--- src/rtl/sbmbox_pkg.sv ---
package sbmbox_pkg;

  localparam logic [7:0] ADR_CTRL     = 8'h01;
  localparam logic [7:0] ADR_STAT     = 8'h02;
  localparam logic [7:0] ADR_OUT_BASE = 8'h30;
  localparam logic [7:0] ADR_IN_BASE  = 8'h38;
  localparam logic [7:0] ADR_BELL     = 8'h40;

  localparam int unsigned MASK_BIT = 4;
  localparam int unsigned FLAG_BIT = 1;
  localparam int unsigned BELL_BIT = 0;

  localparam logic [7:0] CTRL_RESET = 8'h10;

  typedef struct packed {
    logic ctrl;
    logic stat;
    logic outb;
    logic inb;
    logic bell;
  } hit_t;

endpackage

--- src/rtl/sbmbox_rstsync.sv ---
module sbmbox_rstsync #(
  parameter int unsigned STAGES = 2
) (
  input  logic clk,
  input  logic rst_n_async,
  output logic rst_n_sync
);

  logic [STAGES-1:0] chain_q;

  always_ff @(posedge clk or negedge rst_n_async) begin
    if (!rst_n_async) chain_q <= '0;
    else              chain_q <= {chain_q[STAGES-2:0], 1'b1};
  end

  assign rst_n_sync = chain_q[STAGES-1];

endmodule

--- src/rtl/sbmbox_ctrlstat.sv ---
module sbmbox_ctrlstat
  import sbmbox_pkg::*;
(
  input  logic       clk,
  input  logic       rst_n,
  input  logic       ctrl_we,
  input  logic       stat_we,
  input  logic [7:0] wdata,
  input  logic       fw_done,
  output logic [7:0] ctrl_q,
  output logic       flag_q,
  output logic       alert
);

  logic [7:0] ctrl_d;
  logic       flag_d;
  logic       flag_clr;

  always_comb begin
    ctrl_d   = ctrl_we ? wdata : ctrl_q;
    flag_clr = stat_we & wdata[FLAG_BIT];
    flag_d   = fw_done | (flag_q & ~flag_clr);
  end

  always_ff @(posedge clk or negedge rst_n) begin
    if (!rst_n)       ctrl_q <= CTRL_RESET;
    else if (ctrl_we) ctrl_q <= ctrl_d;
  end

  always_ff @(posedge clk or negedge rst_n) begin
    if (!rst_n) flag_q <= 1'b0;
    else        flag_q <= flag_d;
  end

  assign alert = flag_q & ~ctrl_q[MASK_BIT];

  assert_done_sets_R7: assert property (@(posedge clk) disable iff (!rst_n)
    fw_done |=> flag_q);

  assert_flag_sticky_R7: assert property (@(posedge clk) disable iff (!rst_n)
    (flag_q && !(stat_we && wdata[FLAG_BIT])) |=> flag_q);

endmodule

--- src/rtl/sbmbox_msgbank.sv ---
module sbmbox_msgbank #(
  parameter int unsigned MSG_BYTES = 8,
  parameter int unsigned ARG_BYTES = 4,
  localparam int unsigned IDX_W    = $clog2(MSG_BYTES),
  localparam int unsigned WORD_W   = 8 * ARG_BYTES
) (
  input  logic                   clk,
  input  logic                   rst_n,
  input  logic                   in_we,
  input  logic [IDX_W-1:0]       in_idx,
  input  logic [7:0]             wdata,
  input  logic                   out_load,
  input  logic [WORD_W-1:0]      resp,
  output logic [8*MSG_BYTES-1:0] in_bytes,
  output logic [8*MSG_BYTES-1:0] out_bytes
);

  for (genvar i = 0; i < MSG_BYTES; i++) begin : g_byte
    logic       in_en;
    logic [7:0] in_q;

    always_comb in_en = in_we && (in_idx == IDX_W'(i));

    always_ff @(posedge clk or negedge rst_n) begin
      if (!rst_n)     in_q <= '0;
      else if (in_en) in_q <= wdata;
    end
    assign in_bytes[8*i +: 8] = in_q;

    if (i >= 1 && i <= ARG_BYTES) begin : g_resp
      logic [7:0] out_q;
      logic [7:0] out_d;
      always_comb out_d = resp[8*(i-1) +: 8];
      always_ff @(posedge clk or negedge rst_n) begin
        if (!rst_n)        out_q <= '0;
        else if (out_load) out_q <= out_d;
      end
      assign out_bytes[8*i +: 8] = out_q;
    end else begin : g_zero
      assign out_bytes[8*i +: 8] = 8'h00;
    end
  end

  assert_out_stable_R6: assert property (@(posedge clk) disable iff (!rst_n)
    !out_load |=> $stable(out_bytes));

endmodule

--- src/rtl/sbmbox_doorbell.sv ---
module sbmbox_doorbell #(
  parameter int unsigned ARG_BYTES = 4,
  localparam int unsigned WORD_W   = 8 * ARG_BYTES
) (
  input  logic              clk,
  input  logic              rst_n,
  input  logic              ring,
  input  logic [7:0]        cmd_in,
  input  logic [WORD_W-1:0] arg_in,
  input  logic              fw_ack,
  output logic              pend_q,
  output logic              fw_req,
  output logic [7:0]        fw_cmd,
  output logic [WORD_W-1:0] fw_arg
);

  logic pend_d;
  logic req_d;
  logic snap_en;

  always_comb begin
    pend_d  = pend_q;
    req_d   = 1'b0;
    snap_en = 1'b0;
    if (pend_q) begin
      if (fw_ack) pend_d = 1'b0;
    end else if (ring) begin
      pend_d  = 1'b1;
      req_d   = 1'b1;
      snap_en = 1'b1;
    end
  end

  always_ff @(posedge clk or negedge rst_n) begin
    if (!rst_n) begin
      pend_q <= 1'b0;
      fw_req <= 1'b0;
    end else begin
      pend_q <= pend_d;
      fw_req <= req_d;
    end
  end

  always_ff @(posedge clk or negedge rst_n) begin
    if (!rst_n) begin
      fw_cmd <= '0;
      fw_arg <= '0;
    end else if (snap_en) begin
      fw_cmd <= cmd_in;
      fw_arg <= arg_in;
    end
  end

  assert_req_single_R3: assert property (@(posedge clk) disable iff (!rst_n)
    fw_req |=> !fw_req);

  assert_req_hold_R3: assert property (@(posedge clk) disable iff (!rst_n)
    (pend_q && !fw_ack) |=> (pend_q && $stable(fw_cmd) && $stable(fw_arg)));

  assert_ack_clears_R4: assert property (@(posedge clk) disable iff (!rst_n)
    (pend_q && fw_ack) |=> !pend_q);

endmodule

--- src/rtl/sbmbox_top.sv ---
module sbmbox_top
  import sbmbox_pkg::*;
#(
  parameter int unsigned ADDR_W    = 8,
  parameter int unsigned MSG_BYTES = 8,
  parameter int unsigned ARG_BYTES = 4,
  localparam int unsigned IDX_W    = $clog2(MSG_BYTES),
  localparam int unsigned WORD_W   = 8 * ARG_BYTES
) (
  input  logic              clk,
  input  logic              rst_n,
  input  logic              host_wr,
  input  logic [ADDR_W-1:0] host_addr,
  input  logic [7:0]        host_wdata,
  output logic [7:0]        host_rdata,
  output logic              host_alert,
  output logic              fw_req,
  output logic [7:0]        fw_cmd,
  output logic [WORD_W-1:0] fw_arg,
  input  logic              fw_ack,
  input  logic              fw_done,
  input  logic [WORD_W-1:0] fw_resp
);

  logic                   rst_sync_n;
  hit_t                   hit;
  logic [IDX_W-1:0]       out_idx;
  logic [IDX_W-1:0]       in_idx;
  logic [7:0]             ctrl_q;
  logic                   flag_q;
  logic                   pend_q;
  logic [8*MSG_BYTES-1:0] in_bytes;
  logic [8*MSG_BYTES-1:0] out_bytes;
  logic                   ring;

  sbmbox_rstsync #(.STAGES(2)) u_rst (
    .clk         (clk),
    .rst_n_async (rst_n),
    .rst_n_sync  (rst_sync_n)
  );

  always_comb begin
    hit.ctrl = (host_addr == ADDR_W'(ADR_CTRL));
    hit.stat = (host_addr == ADDR_W'(ADR_STAT));
    hit.outb = (host_addr >= ADDR_W'(ADR_OUT_BASE)) &&
               (host_addr <  ADDR_W'(ADR_OUT_BASE) + ADDR_W'(MSG_BYTES));
    hit.inb  = (host_addr >= ADDR_W'(ADR_IN_BASE)) &&
               (host_addr <  ADDR_W'(ADR_IN_BASE) + ADDR_W'(MSG_BYTES));
    hit.bell = (host_addr == ADDR_W'(ADR_BELL));
    out_idx  = IDX_W'(host_addr - ADDR_W'(ADR_OUT_BASE));
    in_idx   = IDX_W'(host_addr - ADDR_W'(ADR_IN_BASE));
    ring     = host_wr && hit.bell && host_wdata[BELL_BIT];
  end

  sbmbox_ctrlstat u_cs (
    .clk     (clk),
    .rst_n   (rst_sync_n),
    .ctrl_we (host_wr && hit.ctrl),
    .stat_we (host_wr && hit.stat),
    .wdata   (host_wdata),
    .fw_done (fw_done),
    .ctrl_q  (ctrl_q),
    .flag_q  (flag_q),
    .alert   (host_alert)
  );

  sbmbox_msgbank #(.MSG_BYTES(MSG_BYTES), .ARG_BYTES(ARG_BYTES)) u_msg (
    .clk       (clk),
    .rst_n     (rst_sync_n),
    .in_we     (host_wr && hit.inb),
    .in_idx    (in_idx),
    .wdata     (host_wdata),
    .out_load  (fw_done),
    .resp      (fw_resp),
    .in_bytes  (in_bytes),
    .out_bytes (out_bytes)
  );

  sbmbox_doorbell #(.ARG_BYTES(ARG_BYTES)) u_bell (
    .clk    (clk),
    .rst_n  (rst_sync_n),
    .ring   (ring),
    .cmd_in (in_bytes[7:0]),
    .arg_in (in_bytes[8 +: WORD_W]),
    .fw_ack (fw_ack),
    .pend_q (pend_q),
    .fw_req (fw_req),
    .fw_cmd (fw_cmd),
    .fw_arg (fw_arg)
  );

  always_comb begin
    host_rdata = 8'h00;
    if (hit.ctrl)      host_rdata = ctrl_q;
    else if (hit.stat) host_rdata[FLAG_BIT] = flag_q;
    else if (hit.outb) host_rdata = out_bytes[8*out_idx +: 8];
    else if (hit.inb)  host_rdata = in_bytes[8*in_idx +: 8];
    else if (hit.bell) host_rdata[BELL_BIT] = pend_q;
  end

  assert_alert_gated_R8: assert property (@(posedge clk) disable iff (!rst_sync_n)
    (fw_done && ctrl_q[MASK_BIT] && !(host_wr && hit.ctrl)) |=> !host_alert);

endmodule

--- config.mk ---
export PLATFORM = sky130hd
export DESIGN_NAME = sbmbox_top
export DESIGN_NICKNAME = d
export VERILOG_FILES = /design/src/rtl/sbmbox_pkg.sv /design/src/rtl/sbmbox_rstsync.sv /design/src/rtl/sbmbox_ctrlstat.sv /design/src/rtl/sbmbox_msgbank.sv /design/src/rtl/sbmbox_doorbell.sv /design/src/rtl/sbmbox_top.sv
export SDC_FILE = /design/constraint.sdc
export NUM_CORES = 1
export LEC_CHECK = 0
export CAP_MARGIN = 10
export CORE_ASPECT_RATIO = 1.2
export CORE_MARGIN = 5
export CORE_UTILIZATION = 40
export CTS_CLUSTER_SIZE = 40
export DETAILED_ROUTE_END_ITERATION = 16
export PLACE_DENSITY = 0.59
export SYNTH_ARGS = -nofsm -noshare
export SYNTH_HDL_FRONTEND = slang
export SYNTH_SLANG_ARGS = --single-unit
export TNS_END_PERCENT = 1
--- constraint.sdc ---
create_clock -name clk -period 5.4 [get_ports clk]
set_input_delay 0.81 -clock clk [delete_from_list [all_inputs] [get_ports clk]]
set_output_delay 0.81 -clock clk [all_outputs]
set_load 0.005 [all_outputs]
==> Word-level counts from Yosys, hierarchy flattened <==
Index checks and enable logic that the tools add are counted.
{ "totals": {"register_bits": 149, "word_cells": 71, "n_memories": 0, "ram_bits": 0, "inputBits": 53, "latch_bits": 0, "rom_bits": 0} }
{ "classes": {"n_div": 0, "mul": 0, "n_shift": 2, "n_lt_le_gt_ge": 4, "bitwise": 6, "n_addsub": 2, "reduce_logical": 16, "n_eq_ne": 10, "n_mux": 12} }
{ "op_table": {"columns": ["operator", "n"], "rows": [
  ["variable part select 64 x 7 -> 8 bit", 2],
  [">= comparator 8 x 6 -> 1 bit (second input constant)", 2],
  ["two-way mux 8 bit", 2],
  ["logical AND 1 bit", 15],
  ["== test 3 bit (second input constant)", 4],
  ["== test 8 x 1 -> 1 bit (second input constant)", 1],
  ["== test 8 x 2 -> 1 bit (second input constant)", 1],
  ["== test 8 x 7 -> 1 bit (second input constant)", 1],
  ["less-than comparator 8 x 6 -> 1 bit (second input constant)", 1],
  ["less-than comparator 8 x 7 -> 1 bit (second input constant)", 1],
  ["two-way mux 1 bit", 8],
  ["two-way mux 7 bit", 1],
  ["== test 3 x 2 -> 1 bit (second input constant)", 2],
  ["two-way mux 6 bit", 1],
  ["subtractor 3 x 1 -> 3 bit (second input constant)", 2],
  ["AND 1 bit", 3],
  ["== test 3 x 1 -> 1 bit (second input constant)", 1],
  ["logical NOT 3 bit", 1],
  ["inverter 1 bit", 2],
  ["OR 1 bit", 1]
]} }

==> Logic depth before layout (Yosys ltp) <==
Gate-level depths: netlist (run 1).
{ "logic_depth": {"depth_word": 6, "depth_mapped": 7} }

==> Modules after synthesis <==
From an unflattened synthesis (run 1), not the netlist that was laid out.
{ "hier_totals": {"cells_unflattened": 457, "area_unflattened_um2": 7263.2} }
{ "by_module_without_submodules": {"columns": ["module", "instances", "area_per_inst_um2", "cells_per_inst"], "rows": [
  ["sbmbox_msgbank", 1, 3876.2, 244],
  ["sbmbox_doorbell", 1, 1717.9, 90],
  ["sbmbox_top", 1, 1239.9, 99],
  ["sbmbox_ctrlstat", 1, 375.4, 21],
  ["sbmbox_rstsync", 1, 53.8, 3]
]} }

==> Worst setup path before layout (run 1) <==
No wires, ideal clock.
{ "synth_path": {"kind": "input to output", "from": "input port host_addr[0]", "to": "output port host_rdata[0]", "n_path_buf": 2, "stages": 6, "required_ps": 4590, "slack_ps": 2582, "t_arrival_ps": 2008, "path_cell_list": "buf_2 > buf_2 > mux2i_1 > a211oi_1 > a2111oi_0 > o31ai_1"} }
{ "synth_between": {"elab_chain_len": 6, "elab_cells_between_ends": 18, "classes_between": "add/sub (2); order compare (4); eq/ne (3); shift (2); mux (5); reduce/logical (2)"} }
{ "synth_lines": {"columns": ["item", "line_no", "source"], "rows": [
  ["from (decl)", "sbmbox_top.sv:13", "input logic [ADDR_W-1:0] host_addr,"],
  ["subtractor 3 x 1 -> 3 bit, or another cell as far along", "sbmbox_top.sv:50, sbmbox_top.sv:51", null],
  ["variable part select 64 x 7 -> 8 bit, or another cell as far along", "sbmbox_top.sv:97", "else if (hit.inb) host_rdata = in_bytes[8*in_idx +: 8];"],
  ["two-way mux 1 bit", "sbmbox_top.sv:97", null],
  ["two-way mux 8 bit", "sbmbox_top.sv:96", "else if (hit.outb) host_rdata = out_bytes[8*out_idx +: 8];"],
  ["two-way mux 1 bit", "sbmbox_top.sv:95", "else if (hit.stat) host_rdata[FLAG_BIT] = flag_q;"],
  ["two-way mux 8 bit (*)", "sbmbox_top.sv:94", "if (hit.ctrl) host_rdata = ctrl_q;"],
  ["to (decl)", "sbmbox_top.sv:15", "output logic [7:0] host_rdata,"]
]} }
Mark *: on every way between the ends. The rest lies on a longest branch, timed or not.

==> Final worst setup path (run 1) <==
{ "layout_path": {"from": "input port host_addr[2]", "to": "output port host_rdata[1]"} }
{ "layout_between": {"elab_chain_len": 6, "elab_cells_between_ends": 16, "classes_between": "add/sub (2); order compare (4); eq/ne (2); shift (2); mux (4); reduce/logical (2)"} }
{ "layout_lines": {"columns": ["item", "line_no"], "rows": [
  ["subtractor 3 x 1 -> 3 bit, or another cell as far along", "sbmbox_top.sv:50, sbmbox_top.sv:51"],
  ["variable part select 64 x 7 -> 8 bit / logical AND 1 bit (equally long branches)", "sbmbox_top.sv:97, sbmbox_top.sv:47"],
  ["two-way mux 7 bit", "sbmbox_top.sv:97"],
  ["two-way mux 8 bit", "sbmbox_top.sv:96"],
  ["two-way mux 1 bit", "sbmbox_top.sv:95"],
  ["two-way mux 8 bit (*)", "sbmbox_top.sv:94"]
]} }
Marked as above.

==> results of run 1 <==
[through the flow]
| step | std cells | total power (uW) | setup WS, ns |
|---|---|---|---|
| final | 761 | 2670 | 0.976 |
| after global routing | 761 | 2780 | 0.768 |
| after CTS | 761 | 2710 | 0.958 |
| after detailed placement | 729 | 1430 | 0.992 |
| after global placement | 729 | 1420 | 1.13 |
| after floorplan | 434 | 1330 | 0.943 |
[flip-flops by register name (all words and copies together) (netlist names)]
signal and count:
u_bell.fw_arg 32, u_bell.fw_cmd 8, u_bell.fw_req 1, u_bell.pend_q 1, u_cs.ctrl_q 8, u_cs.flag_q 1
u_msg.g_byte.g_resp.out_q 32, u_msg.g_byte.in_q 64, u_rst.chain_q 2
[kinds of logic (layout without fill, tap and decap cells)]
group                  count (synthesis)  after routing  share of synthesized area (%)
AOI/OAI and AO/OA                     44             44                           4.50
buffers and inverters                 27            142                           2.52
DFF                                  149            149                           56.4
muxes                                169            169                           31.5
other                                  1              1                         0.0567
and+or+nand+nor                       44             44                           5.05
[cell type report]
class                           count  share of cell area, %
Sequential cell                   149                   44.4
Tap cell                          212                   3.15
Multi-Input combinational cell    258                   32.3
Clock buffer                       20                   5.55
Clock inverter                     12                   2.08
Inverter                            4                  0.178
Timing Repair Buffer              106                   12.4
[critical path: stages]
cell and delay (ns):
clkdlybuf4s50_1 0.84, nor4_2 0.45, nand2_1 0.17, nor3b_1 0.36, a211oi_1 0.10, o21ai_0 0.31, clkdlybuf4s50_1 0.57
[cells in the mapped netlist, drive strengths merged (2+ instances only)]
cell type / n / area share, %
dfrtp: 148 / 56
mux2: 147 / 25
buf: 18 / 2.0
a211oi: 15 / 1.7
mux4: 14 / 4.8
nand2: 14 / 0.83
a21oi: 8 / 0.61
mux2i: 8 / 1.2
o22ai: 7 / 0.66
o31ai: 7 / 0.79
nor2: 6 / 0.49
clkbuf: 5 / 0.28
inv: 4 / 0.23
nand3: 4 / 0.57
nor2b: 4 / 0.38
nor3: 3 / 0.55
nor3b: 3 / 0.51
nor4: 3 / 0.61
o21ai: 3 / 0.23
a2111oi: 2 / 0.26
nand2b: 2 / 0.19
[worst max path at each step]
stage | startpoint | endpoint | slack (ns) | depth (start not counted)
6_report | host_addr[2] | host_rdata[1] | 0.98 | 7
5_1_grt | host_addr[2] | host_rdata[1] | 0.77 | 7
4_1_cts | host_addr[2] | host_rdata[1] | 0.96 | 7
3_5_place_dp | host_addr[2] | host_rdata[1] | 0.99 | 7
3_3_place_gp | host_addr[2] | host_rdata[1] | 1.13 | 7
2_1_floorplan | u_rst.chain_q[1] | u_bell.fw_arg[0] | 0.94 | 0
[power breakdown]
group	switching [uW]	internal (uW)	total (uW)
combinational	90.5	108	199
sequential	35.0	1170	1200
clock	459	809	1270
[routing by layer]
metal	part of all wire, %	global-route usage, %
met1	42	20.7
met3	5.6	4.87
met2	51	28.1
met5	0	0
met4	1.7	6.17
==> metrics.cfg, run 1 <==
[critical_path]
reg2reg_from = u_bell.pend_q
crit_type = primary input to output port
ff2ff_path_depth = 3
end_kind = output port
crit_arrival_ns = 3.61
r2r_slack_ns = 3.58
reg2reg_to = u_bell.fw_arg[23]
required_ns = 4.59
critPathMaxFanout = 21
startpoint_type = primary input

[timing]
setup_viol = 0
worst_hold_slack_ns = 0.286
post-route-period-util_pct = 81.9
finalSetupTns_ns = 0
fmax_mhz = 226
min_period_ns = 4.42
finalHoldViolCount = 0
grt_setup_unrepaired = no
slew_viol_final = 0
relSlewSlack_pct = 34.6
finClkSkew_ns = 0.00592
worst_pin_slew_ns = 0.981

[global_routing]
grt_max_degree = 61
antenna_found_initial = 0
grt_overflow = 0
grt_pass1_vias = 4414
grt_pass1_wl_um = 24300
grt_util_all_layers_pct = 16.8

[cells_and_area]
num-nets-final = 589
insertedDiodeCount = 0
layout_commonest_cell = dfrtp_1
multi_input_area_mm2 = 0.00272
area_growth_syn_to_layout_pct = 27.2
drive_gt1_share_pct = 39.0
seqCellArea_mm2 = 0.00373
layout_common_cells = dfrtp_1, mux2_2, clkdlybuf4s50_1, clkbuf_16, a211oi_1
nFillCells = 1430
final_core_util_pct = 51.7
final_area_mm2 = 0.00841

[cts]
cts_sinks = 149
cts.path.max_buffers = 2
ctsHoldBuffers = 0
cts_tree = yes
cts_buffers = 17
cts.clk_slew.worst_paths_ns = 0.06
insertion_delay_ns = 0.42
cts_htree_levels = 4
post_cts_buffers = 0
cts-root-buf = clkbuf_16
cts_resized = 0

[yosys]
synth_edf_count = 0
syn-num-nets = 487
async_flop_share_pct = 100
yosysWarningCount = 0
synth_cell_type_count = 44
seq_area_frac_synth_pct = 56.4
ys_ff_latch = 149
netlist_area_mm2 = 0.00661
avgSynthCellArea_um2 = 15.2
synthFlopType = dfrtp_1
synth_cells = 434

[placed_design]
detailed_place_hpwl_um = 10700
globalplace.congestion = 0.867
placed_cell_area_mm2 = 0.00777
numPortBuffers = 102

[worst_hold_path]
min_path_type = flop to async pin

[floorplan]
start_util_pct = 40.6
rows = 51
core_area_mm2 = 0.0163
die_w_um = 127
die_area_mm2 = 0.0192
die_h_um = 151
ios = 103

[pwr]
p_leak_uw = 0.00380
power.density_mw_per_mm2 = 317
max-vdd-ir-drop_uv = 185

[detailed_routing]
vias = 4042
dr.pass1.iters = 4
drtIter0Drc = 284
avgViaCountPerCell = 5.31
antenna_left = 0
finalWirelength_um = 15100
drt-wirelength-per-cell_um = 19.9
drc = 0

[run]
cap_violations = 0

[run_status]
status = finished clean

Power figures use the tool's default switching activity.
==> run 2: changes to the inputs <==
==> constraint.sdc (replaced) <==
create_clock -name clk -period 4.1 [get_ports clk]
set_input_delay 0.615 -clock clk [delete_from_list [all_inputs] [get_ports clk]]
set_output_delay 0.615 -clock clk [all_outputs]
set_load 0.005 [all_outputs]
==> run 2 against run 1 <==
Against the previous run:
- routed wire length rose by 2.8%
- clock skew about the same
- count of clock-buffer cells in the layout up 2
- critical path depth is 2 lower
- via count up 0.42%
- largest cell class unchanged
- non-clock buffer count grew 4
- highest routed layer unchanged
- sequential power up 33%
==> metrics.cfg, run 2 (synthesis results as in run 1) <==
[critical_path]
critPathMaxFanout = 11  ; -48%
required_ns = 3.48  ; -1.11 ns
crit_arrival_ns = 3.06  ; -0.55 ns
crit_type = primary input to output port
startpoint_type = primary input
end_kind = output port

[detailed_routing]
drc = 0  ; unchanged
avgViaCountPerCell = 5.31  ; -0.10%
finalWirelength_um = 15600  ; +2.8%
drt-wirelength-per-cell_um = 20.4  ; +2.3%
vias = 4059  ; +0.42%
antenna_left = 0  ; unchanged
drtIter0Drc = 452  ; +59%
dr.pass1.iters = 4  ; unchanged

[timing]
min_period_ns = 3.68
finClkSkew_ns = 0.00626  ; +0.000346 ns
grt_setup_unrepaired = no
post-route-period-util_pct = 89.7
worst_hold_slack_ns = 0.350  ; +0.0636 ns
worst_pin_slew_ns = 0.838  ; -0.143 ns
relSlewSlack_pct = 44.1  ; +9.5 points
slew_viol_final = 0  ; unchanged
setup_viol = 0  ; unchanged
finalHoldViolCount = 0  ; unchanged
finalSetupTns_ns = 0  ; unchanged
fmax_mhz = 272

[floorplan]
start_util_pct = 40.6  ; unchanged
die_w_um = 127  ; unchanged
ios = 103  ; unchanged
core_area_mm2 = 0.0163  ; unchanged
die_h_um = 151  ; unchanged
rows = 51  ; unchanged
die_area_mm2 = 0.0192  ; unchanged

[cells_and_area]
layout_common_cells = dfrtp_1, mux2_2, clkdlybuf4s50_1, clkbuf_16, a211oi_1
multi_input_area_mm2 = 0.00272  ; unchanged
top_register = u_msg.g_byte.in_q
largest_reg_flops = 64  ; unchanged
num-nets-final = 593  ; +0.68%
drive_gt1_share_pct = 38.9  ; -0.10 points
seqCellArea_mm2 = 0.00373  ; unchanged
final_core_util_pct = 51.9  ; +0.18 points
reg.largest.list = u_msg.g_byte.in_q: 64 flops, u_bell.fw_arg: 32 flops, u_msg.g_byte.g_resp.out_q: 32 flops
layout_commonest_cell = dfrtp_1
area_growth_syn_to_layout_pct = 27.7
insertedDiodeCount = 0  ; unchanged
nFillCells = 1409  ; -1.5%

[pwr]
power.total_uw = 3490  ; +31%
p_leak_uw = 0.00382  ; +0.60%
max-vdd-ir-drop_uv = 224  ; +21%
power.density_mw_per_mm2 = 413  ; +30%

[global_routing]
grt_pass1_wl_um = 24600  ; +1.3%
antenna_found_initial = 0  ; unchanged
grt_max_degree = 89  ; +46%
grt_util_all_layers_pct = 17.1  ; +0.28 points
grt_overflow = 0  ; unchanged
grt_pass1_vias = 4377  ; -0.84%

[cts]
cts_buffers = 17  ; unchanged
cts_htree_levels = 4  ; unchanged
cts_sinks = 149  ; unchanged
insertion_delay_ns = 0.42  ; about the same
cts_resized = 0  ; unchanged
cts.path.max_buffers = 2  ; unchanged
cts.clk_slew.worst_paths_ns = 0.05  ; about the same
ctsHoldBuffers = 0  ; unchanged
cts-root-buf = clkbuf_16
post_cts_buffers = 0  ; unchanged
cts_tree = yes

[placed_design]
numPortBuffers = 102  ; unchanged
detailed_place_hpwl_um = 11000  ; +2.7%
globalplace.congestion = 0.869  ; +0.16%

[worst_hold_path]
min_path_type = primary input to async pin

[run_status]
status = finished clean

[run]
cap_violations = 0  ; unchanged

[run 2: changes by cell type in the layout (fill, tap and decap cells not counted), sizes merged]
cell      delta
clkinvlp     -2
buf          +4
inv          -1
clkinv       +1
clkbuf       +2
[run 2: worst max-delay path: stages]
cell and delay [ns]:
clkdlybuf4s50_1 0.75, nor3b_4 0.46, a2111oi_0 0.21, o31ai_1 0.42, clkdlybuf4s50_1 0.60
[run 2: final timing paths]
path	from	to	slack [ns]	cells past startpoint
max in group asynchronous	u_rst.chain_q[1]	u_cs.ctrl_q[4]	2.71	1
worst min-delay path	rst_n	u_rst.chain_q[1]	0.35	1
min in group clk	u_rst.chain_q[0]	u_rst.chain_q[1]	0.36	0
worst max-delay path	host_addr[2]	host_rdata[0]	0.42	5
worst max register to register	u_bell.pend_q	u_bell.fw_arg[16]	2.49	4
worst min register to register	u_rst.chain_q[0]	u_rst.chain_q[1]	0.36	0
[run 2: routing by layer]
metal  vias to the layer above  part of all wire (%)  wire (um)  global-route usage, %
li1                       1842                     -          -                      -
met1                      2077                    44       6800                   21.9
met2                       114                    49       7680                   27.7
met3                        26                   4.6        722                   4.34
met4                         0                   2.4        368                   6.92
met5                         -                     0          0                      0
[run 2: power by group]
group	leakage [uW]	switching, uW	total (uW)	internal (uW)
sequential	0.00198	51.7	1590	1540
combinational	0.00154	117	264	146
clock	0.000304	587	1630	1040
total	0.00382	756	3490	2730
[run 2: stage by stage]
stage / cells / cell area (um^2) / setup WS, ns
after floorplan: 434 / 6610 / 1.63
after global placement: 733 / 7830 / 0.506
after detailed placement: 733 / 7830 / 0.468
after CTS: 765 / 8440 / 0.449
after global routing: 765 / 8440 / 0.208
final: 765 / 8440 / 0.422
[run 2: cell type report]
class | instances | share of cell area, %
sequential | 149 | 44.2
multi-input combinational | 258 | 32.2
timing repair buffer | 110 | 13.0
clock buffer | 22 | 5.50
tap | 212 | 3.14
clock inverter | 10 | 1.81
inverter | 4 | 0.178
